### src/rtl/dma_chreq_pkg.sv
package dma_chreq_pkg;

   typedef enum logic [2:0] {
      OP_SET_REQ   = 3'd0,
      OP_CLR_REQ   = 3'd1,
      OP_SET_EEI   = 3'd2,
      OP_CLR_EEI   = 3'd3,
      OP_CLR_INT   = 3'd4,
      OP_CLR_ERR   = 3'd5,
      OP_SET_START = 3'd6,
      OP_CLR_DONE  = 3'd7
   } chreq_op_e;

   localparam int NUM_OPS     = 8;
   localparam int CMD_ALL_BIT = 6;

   localparam logic [5:0] OFS_CTRL    = 6'h00;
   localparam logic [5:0] OFS_ERRSUM  = 6'h04;
   localparam logic [5:0] OFS_REQ_HI  = 6'h08;
   localparam logic [5:0] OFS_REQ_LO  = 6'h0C;
   localparam logic [5:0] OFS_EEI_HI  = 6'h10;
   localparam logic [5:0] OFS_EEI_LO  = 6'h14;
   localparam logic [5:0] OFS_CMD_A   = 6'h18;
   localparam logic [5:0] OFS_CMD_B   = 6'h1C;
   localparam logic [5:0] OFS_INT_HI  = 6'h20;
   localparam logic [5:0] OFS_INT_LO  = 6'h24;
   localparam logic [5:0] OFS_ERR_HI  = 6'h28;
   localparam logic [5:0] OFS_ERR_LO  = 6'h2C;

   // Command byte at offset 0x18 + idx; the order depends on the layout.
   function automatic chreq_op_e op_for_lane(input bit wide, input logic [2:0] idx);
      chreq_op_e op;
      if (wide) begin
         case (idx)
            3'd0: op = OP_SET_REQ;
            3'd1: op = OP_CLR_REQ;
            3'd2: op = OP_SET_EEI;
            3'd3: op = OP_CLR_EEI;
            3'd4: op = OP_CLR_INT;
            3'd5: op = OP_CLR_ERR;
            3'd6: op = OP_SET_START;
            default: op = OP_CLR_DONE;
         endcase
      end else begin
         case (idx)
            3'd0: op = OP_CLR_EEI;
            3'd1: op = OP_SET_EEI;
            3'd2: op = OP_CLR_REQ;
            3'd3: op = OP_SET_REQ;
            3'd4: op = OP_CLR_DONE;
            3'd5: op = OP_SET_START;
            3'd6: op = OP_CLR_ERR;
            default: op = OP_CLR_INT;
         endcase
      end
      return op;
   endfunction

   function automatic logic [5:0] lowest_set(input logic [63:0] v);
      logic [5:0] idx;
      idx = '0;
      for (int i = 63; i >= 0; i--) begin
         if (v[i]) idx = 6'(i);
      end
      return idx;
   endfunction

   function automatic logic [31:0] be_mask(input logic [3:0] be);
      return {{8{be[3]}}, {8{be[2]}}, {8{be[1]}}, {8{be[0]}}};
   endfunction

endpackage

### src/rtl/dma_chreq_lane.sv
module dma_chreq_lane
   import dma_chreq_pkg::*;
#(
   parameter int NUM_CH = 32,
   parameter int LANE   = 0,
   parameter bit WIDE   = 1'b0
) (
   input  logic              hit,
   input  logic [7:0]        cmd_byte,
   output logic [NUM_OPS-1:0] op_hot,
   output logic [NUM_CH-1:0] mask
);
   localparam int        CH_W = $clog2(NUM_CH);
   localparam chreq_op_e OP   = op_for_lane(WIDE, 3'(LANE));

   logic [CH_W-1:0] ch;
   logic            unused_cmd_bits;

   assign ch              = cmd_byte[CH_W-1:0];
   assign unused_cmd_bits = ^cmd_byte;
   assign op_hot          = hit ? (NUM_OPS'(1) << OP) : '0;
   assign mask            = cmd_byte[CMD_ALL_BIT] ? '1 : (NUM_CH'(1) << ch);
endmodule

### src/rtl/dma_chreq_vec.sv
module dma_chreq_vec #(
   parameter int NUM_CH = 32
) (
   input  logic              clk,
   input  logic              rst_n,
   input  logic [NUM_CH-1:0] load_m,
   input  logic [NUM_CH-1:0] load_v,
   input  logic [NUM_CH-1:0] clr_m,
   input  logic [NUM_CH-1:0] set_m,
   output logic [NUM_CH-1:0] q
);
   logic [NUM_CH-1:0] d;

   // Direct load first, then clears, then sets: sets and events win.
   always_comb begin
      d = (q & ~load_m) | (load_v & load_m);
      d = d & ~clr_m;
      d = d | set_m;
   end

   always_ff @(posedge clk or negedge rst_n) begin
      if (!rst_n) q <= '0;
      else        q <= d;
   end
endmodule

### src/rtl/dma_chreq_regs.sv
module dma_chreq_regs
   import dma_chreq_pkg::*;
#(
   parameter int NUM_CH = 32,
   parameter int ADDR_W = 8
) (
   input  logic              clk,
   input  logic              rst_n,
   input  logic              bus_sel,
   input  logic              bus_wr,
   input  logic [ADDR_W-1:0] bus_addr,
   input  logic [3:0]        bus_be,
   input  logic [31:0]       bus_wdata,
   output logic [31:0]       bus_rdata,
   input  logic [NUM_CH-1:0] ev_int,
   input  logic [NUM_CH-1:0] ev_err,
   input  logic [NUM_CH-1:0] ev_done,
   output logic [NUM_CH-1:0] req_en_o,
   output logic [NUM_CH-1:0] sw_start_o,
   output logic [NUM_CH-1:0] done_o,
   output logic              irq_o,
   output logic              err_irq_o
);
   localparam bit WIDE  = (NUM_CH == 64);
   localparam int LANES = 8;

   if (NUM_CH != 32 && NUM_CH != 64) begin : g_bad_ch
      $error("dma_chreq_regs: NUM_CH must be 32 or 64");
   end
   if (ADDR_W < 6) begin : g_bad_aw
      $error("dma_chreq_regs: ADDR_W must be at least 6");
   end

   logic [5:0]  ofs;
   logic        in_range;
   logic        wr_ok;
   logic        unused_addr;
   logic [31:0] wmask;

   assign ofs         = {bus_addr[5:2], 2'b00};
   assign in_range    = ((bus_addr >> 6) == '0);
   assign wr_ok       = bus_sel && bus_wr && in_range;
   assign unused_addr = ^bus_addr[1:0];
   assign wmask       = be_mask(bus_be);

   // ---------------- command byte lanes ----------------
   logic [NUM_OPS-1:0] lane_hot  [LANES];
   logic [NUM_CH-1:0]  lane_mask [LANES];
   logic [NUM_CH-1:0]  op_mask   [NUM_OPS];

   for (genvar k = 0; k < LANES; k++) begin : g_lane
      localparam logic [5:0] WORD = (k < 4) ? OFS_CMD_A : OFS_CMD_B;
      logic hit;
      assign hit = wr_ok && (ofs == WORD) && bus_be[k % 4];
      dma_chreq_lane #(.NUM_CH(NUM_CH), .LANE(k), .WIDE(WIDE)) u_lane (
         .hit      (hit),
         .cmd_byte (bus_wdata[8*(k%4) +: 8]),
         .op_hot   (lane_hot[k]),
         .mask     (lane_mask[k])
      );
   end

   always_comb begin
      for (int o = 0; o < NUM_OPS; o++) begin
         op_mask[o] = '0;
         for (int k = 0; k < LANES; k++) begin
            if (lane_hot[k][o]) op_mask[o] = op_mask[o] | lane_mask[k];
         end
      end
   end

   // ---------------- direct word loads ----------------
   logic [63:0] req_lm64, eei_lm64, wdata64;
   logic [NUM_CH-1:0] req_lm, eei_lm, load_v;

   assign wdata64 = {bus_wdata, bus_wdata};

   if (WIDE) begin : g_hi_load
      assign req_lm64 = {(wr_ok && ofs == OFS_REQ_HI) ? wmask : 32'h0,
                         (wr_ok && ofs == OFS_REQ_LO) ? wmask : 32'h0};
      assign eei_lm64 = {(wr_ok && ofs == OFS_EEI_HI) ? wmask : 32'h0,
                         (wr_ok && ofs == OFS_EEI_LO) ? wmask : 32'h0};
   end else begin : g_lo_load
      assign req_lm64 = {32'h0, (wr_ok && ofs == OFS_REQ_LO) ? wmask : 32'h0};
      assign eei_lm64 = {32'h0, (wr_ok && ofs == OFS_EEI_LO) ? wmask : 32'h0};
   end

   assign req_lm = req_lm64[NUM_CH-1:0];
   assign eei_lm = eei_lm64[NUM_CH-1:0];
   assign load_v = wdata64[NUM_CH-1:0];

   logic [63:0]       hi_unused;
   logic              unused_hi;
   assign hi_unused = req_lm64 | eei_lm64 | wdata64;
   assign unused_hi = ^hi_unused;

   // ---------------- vectors ----------------
   logic [NUM_CH-1:0] req_q, eei_q, int_q, err_q, done_q, start_q;
   localparam logic [NUM_CH-1:0] NONE = '0;

   dma_chreq_vec #(.NUM_CH(NUM_CH)) u_req (
      .clk(clk), .rst_n(rst_n), .load_m(req_lm), .load_v(load_v),
      .clr_m(op_mask[OP_CLR_REQ]), .set_m(op_mask[OP_SET_REQ]), .q(req_q));

   dma_chreq_vec #(.NUM_CH(NUM_CH)) u_eei (
      .clk(clk), .rst_n(rst_n), .load_m(eei_lm), .load_v(load_v),
      .clr_m(op_mask[OP_CLR_EEI]), .set_m(op_mask[OP_SET_EEI]), .q(eei_q));

   dma_chreq_vec #(.NUM_CH(NUM_CH)) u_int (
      .clk(clk), .rst_n(rst_n), .load_m(NONE), .load_v(NONE),
      .clr_m(op_mask[OP_CLR_INT]), .set_m(ev_int), .q(int_q));

   dma_chreq_vec #(.NUM_CH(NUM_CH)) u_err (
      .clk(clk), .rst_n(rst_n), .load_m(NONE), .load_v(NONE),
      .clr_m(op_mask[OP_CLR_ERR]), .set_m(ev_err), .q(err_q));

   dma_chreq_vec #(.NUM_CH(NUM_CH)) u_done (
      .clk(clk), .rst_n(rst_n), .load_m(NONE), .load_v(NONE),
      .clr_m(op_mask[OP_CLR_DONE]), .set_m(ev_done), .q(done_q));

   always_ff @(posedge clk or negedge rst_n) begin
      if (!rst_n) start_q <= '0;
      else        start_q <= op_mask[OP_SET_START];
   end

   // ---------------- control word ----------------
   logic [31:0] ctrl_q;
   always_ff @(posedge clk or negedge rst_n) begin
      if (!rst_n)                         ctrl_q <= '0;
      else if (wr_ok && ofs == OFS_CTRL)  ctrl_q <= (ctrl_q & ~wmask) | (bus_wdata & wmask);
   end

   // ---------------- read mux ----------------
   logic [63:0] req64, eei64, int64, err64;
   assign req64 = 64'(req_q);
   assign eei64 = 64'(eei_q);
   assign int64 = 64'(int_q);
   assign err64 = 64'(err_q);

   always_comb begin
      bus_rdata = '0;
      if (in_range) begin
         case (ofs)
            OFS_CTRL:   bus_rdata = ctrl_q;
            OFS_ERRSUM: bus_rdata = {(|err64), 25'h0, lowest_set(err64)};
            OFS_REQ_HI: bus_rdata = req64[63:32];
            OFS_REQ_LO: bus_rdata = req64[31:0];
            OFS_EEI_HI: bus_rdata = eei64[63:32];
            OFS_EEI_LO: bus_rdata = eei64[31:0];
            OFS_INT_HI: bus_rdata = int64[63:32];
            OFS_INT_LO: bus_rdata = int64[31:0];
            OFS_ERR_HI: bus_rdata = err64[63:32];
            OFS_ERR_LO: bus_rdata = err64[31:0];
            default:    bus_rdata = '0;
         endcase
      end
   end

   assign req_en_o   = req_q;
   assign sw_start_o = start_q;
   assign done_o     = done_q;
   assign irq_o      = |int_q;
   assign err_irq_o  = |(err_q & eei_q);
endmodule

### config.mk
export PLATFORM = sky130hd
export DESIGN_NAME = dma_chreq_regs
export DESIGN_NICKNAME = d
export VERILOG_FILES = /design/src/rtl/dma_chreq_pkg.sv /design/src/rtl/dma_chreq_lane.sv /design/src/rtl/dma_chreq_vec.sv /design/src/rtl/dma_chreq_regs.sv
export SDC_FILE = /design/constraint.sdc
export NUM_CORES = 1
export LEC_CHECK = 0
export BUFFER_PORTS_ARGS = -buffer_cell sky130_fd_sc_hd__buf_2
export CAP_MARGIN = 0
export CORE_AREA = 2 2 189 191
export DETAILED_ROUTE_END_ITERATION = 10
export DIE_AREA = 0 0 191 193
export SLEW_MARGIN = 40
export SYNTH_ARGS = -nofsm -noshare
export SYNTH_HDL_FRONTEND = slang
export SYNTH_SLANG_ARGS = --single-unit
### constraint.sdc
create_clock -name clk -period 2.41 [get_ports clk]
set_clock_uncertainty 0.2 [all_clocks]
set_input_delay 0.482 -clock clk [delete_from_list [all_inputs] [get_ports clk]]
set_output_delay 0.482 -clock clk [all_outputs]
set_load 0.02 [all_outputs]
==> results of run 1 <==
-- what timing repair did --
action,in CTS,in global routing
hold buffers,97,0
cloned,3,0
setup buffers,25,12
endpoints found under the setup margin,34,38
resized for setup,111,34
pin swaps,64,53
endpoints found under the hold margin,136,0
-- logic make-up (layout without fill, tap and decap cells) --
family	Yosys count	after routing	synth area share
AO/OA/AOI/OAI	447	447	0.232
buffers and inverters	96	622	0.0357
flip-flops	224	224	0.481
multiplexers	82	82	0.0741
other	0	2	0
AND/OR/NAND/NOR	370	370	0.177
-- path summary, 6_finish.rpt --
path,from,slack (ns),depth (start not counted),endpoint
min reg2reg,flop,0.31,1,flop
max in group asynchronous,rst_n,1.05,3,u_err.q[2]
max reg2reg,u_err.q[20],1.08,5,u_err.q[20]
min,bus_wdata[5],0.05,2,flop
max,u_err.q[29],-0.72,7,bus_rdata[31]
min in group asynchronous,rst_n,0.24,2,async pin
-- final cells by class --
cell class	instances	share of cell area
multi-input combinational	899	0.343
sequential	224	0.319
timing repair buffer	568	0.249
clock buffer	36	0.0426
tap	461	0.0328
clock inverter	12	0.0126
inverter	6	0.00128
antenna	2	0.000285
-- stage by stage --
step	hold WS (ns)	total power, mW	utilization	setup slack, ns	instance area (um2)
finish	0.0489	10.0	0.503	-0.715	17600
global route	0.0344	10.3	0.503	-0.766	17600
CTS	0.0176	10.0	0.500	-0.684	17500
detailed placement	0.223	5.36	0.426	-0.389	14900
global placement	0.220	5.35	0.426	-0.394	14900
floorplan	-0.0136	4.64	-	-0.0960	11800
-- cell usage after synthesis, types with 14 or more instances --
cell type    n  area (um2)
a22oi_1     47         353
buf_2       14        70.1
o22ai_1     64         400
nor2_1     121         454
o21ai_0    106         531
a222oi_1    27         270
nor3_1      15        75.1
a21oi_1    159         796
nand2_1     30         113
nor2b_1     16         100
mux2i_1     48         480
clkbuf_1    57         214
mux2_2      34         383
nand2b_1    98         613
dfrtp_1    224        5610
-- per-layer routing --
layer  vias to the layer above  global-route usage  wire [um]
met5                         -                   0         13
met3                       143              0.0594       5960
li1                       5550                   -          -
met1                      6156               0.403      22500
met2                       806               0.458      24800
met4                         2               0.129       2430
-- power groups by stage --
stage	Sequential (mW)	Clock, mW	Combinational, mW
final	4.07	4.48	1.46
after floorplan	4.10	0	0.534
after global routing	4.07	4.71	1.55
after global placement	4.12	0	1.24
after detailed placement	4.12	0	1.24
after CTS	4.06	4.55	1.43
==> flow_summary.toml, run 1 <==
[pwr]
ir_drop_mv = 0.834
switching_share = 0.266
p_leak_nw = 7.86
pwr_density_cell_nw_per_um2 = 570
p_clk_frac = 0.448
p_sw_mw = 2.67
combPwrFrac = 0.146
intPower_mw = 7.35
seqPwrFrac = 0.406

[clock_tree]
insertion_delay_ns = 0.55
cts-buffers-inserted = 26
htreeDepth = 1
cts.path.max_buffers = 3
cts.clk_slew.worst_paths_ns = 0.06
cts.sinks = 224
cts_tree = "done"
root_buffer = "clkbuf_16"

[cells_and_area]
final_common_cell = "buf_2"
drive_above_1_share = 0.370
final_cell_count_no_fill = 2208
register_area_um2 = 5610
fill_cells = 3265
nNetsFinal = 1869
multi_input_area_um2 = 6030
layout_common_cells = "buf_2, dfrtp_1, buf_4"
area_delta_synth_final_pct = 51.0

[timing]
finalMaxSlewViolations = 0
fin_setup_tns_ns = -12.14
worst_pin_slew_ns = 0.717
layout_setup_ws_ns = -0.715
period_share = 1.30
final-hold-violation-count = 0
max_freq_mhz = 320
setup_viol = 34
relSlewSlack = 0.522
period_needed_ns = 3.13
grt_setup_unrepaired = "yes"

[logic_synthesis]
syn_nets = 1363
synth_edf_count = 0
synthCells = 1219
synth_seq_cells = 224
async_reset_ff_frac = 1.00
synth_warnings = 0
netlist_area_um2 = 11600
synth-seq-area-share = 0.481
avgSynthCellArea_um2 = 9.55
synth_cell_type_count = 65
ys.flop_type = "dfrtp_1"

[floorplanning]
initial_core_util = 0.333
coreArea_um2 = 35000
fp.dieArea_um2 = 36900
fp.dieH_um = 193
rows = 69
ios = 274
die_w_um = 191

[drt]
wirelength_mm = 55.7
drcViolationCount = 0
firstDrtPassIters = 9
avgRoutedWirePerCell_um = 25.2
drt-initial-drc-count = 1590
vias = 12657
ant_nets = 0
avgViaCountPerCell = 5.73

[worst_setup_path]
crit_buf_inv = 2
critPathSlowestCell = "or4_4"
path_class = "flop to output port"
cp_top_family = "simple AND/OR/NAND/NOR gates"
max_stage_delay_ns = 0.59
cp-start-kind = "flop"
crit_required_ns = 1.73
cp.arrival_ns = 2.44
crit_path_max_fanout = 3
critPathCaptureType = "output port"
crit_chain = "or4_4 -> nor4_4 -> buf_4 -> nand4_1 -> a21oi_1 -> nor3_1 -> buf_2"

[global_routing]
overflow = 0
track_usage = 0.296
grt_pass1_vias = 12500
grt_start_max_net_pins = 59
grt_pass1_wl_mm = 80.7
antenna_found_initial = 2

[outcome]
violations = "setup timing"
status = "complete, but fails checks"

[place]
gp_congestion = 1.01
place.port_buffers = 271
hpwl_mm = 41.5
dp_cells = 2034

[flow_run]
maxCapViolCount = 0

[hold_path]
hp-class = "input port to flop"
Power figures use the tool's default switching activity.
==> inputs of run 2 (changes only) <==
- TNS_END_PERCENT: unset -> 5
==> run 2 against run 1 <==
The run still ends with setup timing left. First-iteration DRC count rose by 6.0%. Cell count fell by 2.0%. Critical path depth did not move. Sequential cell count did not move. Via count fell by 3.0%. Register-to-register slack got worse by 0.07 ns.
==> flow_summary.toml, run 2 (same netlist as run 1, synthesis figures left out) <==
[outcome]
status = "complete, but fails checks"
violations = "setup timing"

[floorplanning]
rows = 69
initial_core_util = 0.333
fp.dieH_um = 193
fp.dieArea_um2 = 36900
ios = 274
die_w_um = 191
coreArea_um2 = 35000

[pwr]
p_leak_nw = 7.56
seqPwrFrac = 0.420
p_sw_mw = 2.62
power.total_mw = 9.66
pwr_density_cell_nw_per_um2 = 578
intPower_mw = 7.04
ir_drop_mv = 0.481
combPwrFrac = 0.141
switching_share = 0.271
p_clk_frac = 0.439

[drt]
drt-initial-drc-count = 1685
vias = 12273
ant_nets = 0
avgViaCountPerCell = 5.67
wirelength_mm = 53.7
firstDrtPassIters = 7
avgRoutedWirePerCell_um = 24.8
drcViolationCount = 0

[global_routing]
antenna_found_initial = 1
overflow = 0
track_usage = 0.287
grt_pass1_wl_mm = 78.4
grt_pass1_vias = 12152
grt_start_max_net_pins = 82

[worst_setup_path]
crit_required_ns = 1.73
rr_endpoint = "u_eei.q[23]"
critPathCaptureType = "output port"
max_stage_delay_ns = 0.57
r2r_start = "u_eei.q[23]"
r2r_slack_ns = 1.01
cp-start-kind = "flop"
crit_chain = "or4_4 -> nor4_4 -> buf_4 -> nand4_1 -> a21oi_2 -> nor3_1 -> buf_2"
critPathSlowestCell = "or4_4"
path_class = "flop to output port"
cp.arrival_ns = 2.48
r2r_cells = 3
crit_path_max_fanout = 3

[timing]
finalMaxSlewViolations = 0
hold-worst-slack_ns = 0.0436
setup_viol = 34
relSlewSlack = 0.579
final-hold-violation-count = 0
grt_setup_unrepaired = "yes"
worst_pin_slew_ns = 0.631
period_needed_ns = 3.16
period_share = 1.31
layout_setup_ws_ns = -0.753
max_freq_mhz = 316

[place]
hpwl_mm = 40.9
pre_cts_ws_ns = -0.426
gp_congestion = 0.959
place.port_buffers = 271

[cells_and_area]
final_common_cell = "buf_2"
layout_common_cells = "buf_2, dfrtp_1, a21oi_1"
area_delta_synth_final_pct = 43.6
drive_above_1_share = 0.324
multi_input_area_um2 = 5770
register_area_um2 = 5610
fill_cells = 3333
nNetsFinal = 1826

[clock_tree]
root_buffer = "clkbuf_16"
cts.path.max_buffers = 3
htreeDepth = 1
cts.sinks = 224
cts-buffers-inserted = 28
insertion_delay_ns = 0.55
cts.clk_slew.worst_paths_ns = 0.06
cts_tree = "done"

[flow_run]
maxCapViolCount = 0

[hold_path]
min-delay-start = "bus_wdata[23]"
worst_hold_path.endpoint = "u_req.q[23]"
worstHoldPathCells = 2
hp-class = "input port to flop"
[run 2: cell count changes in the layout (fill, tap and decap cells not counted), sizes merged, moves of 2 or more]
| cell | before | now |
|---|---|---|
| bufinv | 6 | 1 |
| buf | 471 | 426 |
| clkbuf | 36 | 42 |
| clkinv | 6 | 4 |
[run 2: cell type report]
cell class,count,share of cell area
inverters,6,0.00135
well taps,461,0.0345
diodes,1,0.000150
multi-input cells,899,0.345
clock buffers,42,0.0517
repair buffers,523,0.228
clock inverters,7,0.00397
flip-flops and latches,224,0.335
[run 2: worst max-delay path: cells and delay by family, from the launching register on]
kind | cells | cell delay, ns
and+or+nand+nor | 4 | 1.04
buffers and inverters | 2 | 0.34
DFF | 1 | 0.38
AOI/OAI and AO/OA | 1 | 0.18
[run 2: how the worst max path moves through the flow]
stage                     slack, ns        start             to  cells after the start
final                         -0.75  u_err.q[19]  bus_rdata[31]                      7
after global routing          -0.86  u_err.q[19]  bus_rdata[31]                      7
after global placement        -0.44  bus_addr[5]  bus_rdata[14]                      8
after detailed placement      -0.43  bus_addr[5]  bus_rdata[14]                      8
after floorplan               -0.10  bus_addr[3]   bus_rdata[4]                      6
after CTS                     -0.79  u_err.q[19]  bus_rdata[31]                      7
[run 2: through the flow]
step	cells	TNS (ns)	instance area, um2	util
4_1_cts	2162	-11.99	16700	0.476
6_report	2163	-12.79	16700	0.478
3_3_place_gp	2015	-9.83	14600	0.418
3_5_place_dp	2015	-10.00	14600	0.418
5_1_grt	2162	-14.30	16700	0.478
2_1_floorplan	1219	-2.43	11700	-
[run 2: repair_timing]
action | in CTS | in global routing
endpoints found under the hold margin | 320 | 0
buffers inserted | 1 | 0
resized for setup | 33 | 14
hold buffers | 97 | 0
pin swaps | 14 | 9
endpoints found under the setup margin | 34 | 34
[run 2: layer usage]
layer | vias to the layer above | routed length (um) | part of all wire | GRT usage
met2 | 739 | 24300 | 0.45 | 0.453
met5 | - | 11 | 0.00020 | 0
met3 | 116 | 5470 | 0.10 | 0.0556
met4 | 2 | 1910 | 0.036 | 0.106
li1 | 5461 | - | - | -
met1 | 5955 | 22000 | 0.41 | 0.392
[run 2: power groups by stage]
| stage | registers, mW | logic [mW] | clock network [mW] |
|---|---|---|---|
| floorplan | 4.10 | 0.520 | 0 |
| global placement | 4.12 | 1.19 | 0 |
| detailed placement | 4.12 | 1.19 | 0 |
| CTS | 4.05 | 1.34 | 4.30 |
| global route | 4.06 | 1.46 | 4.46 |
| finish | 4.06 | 1.36 | 4.24 |
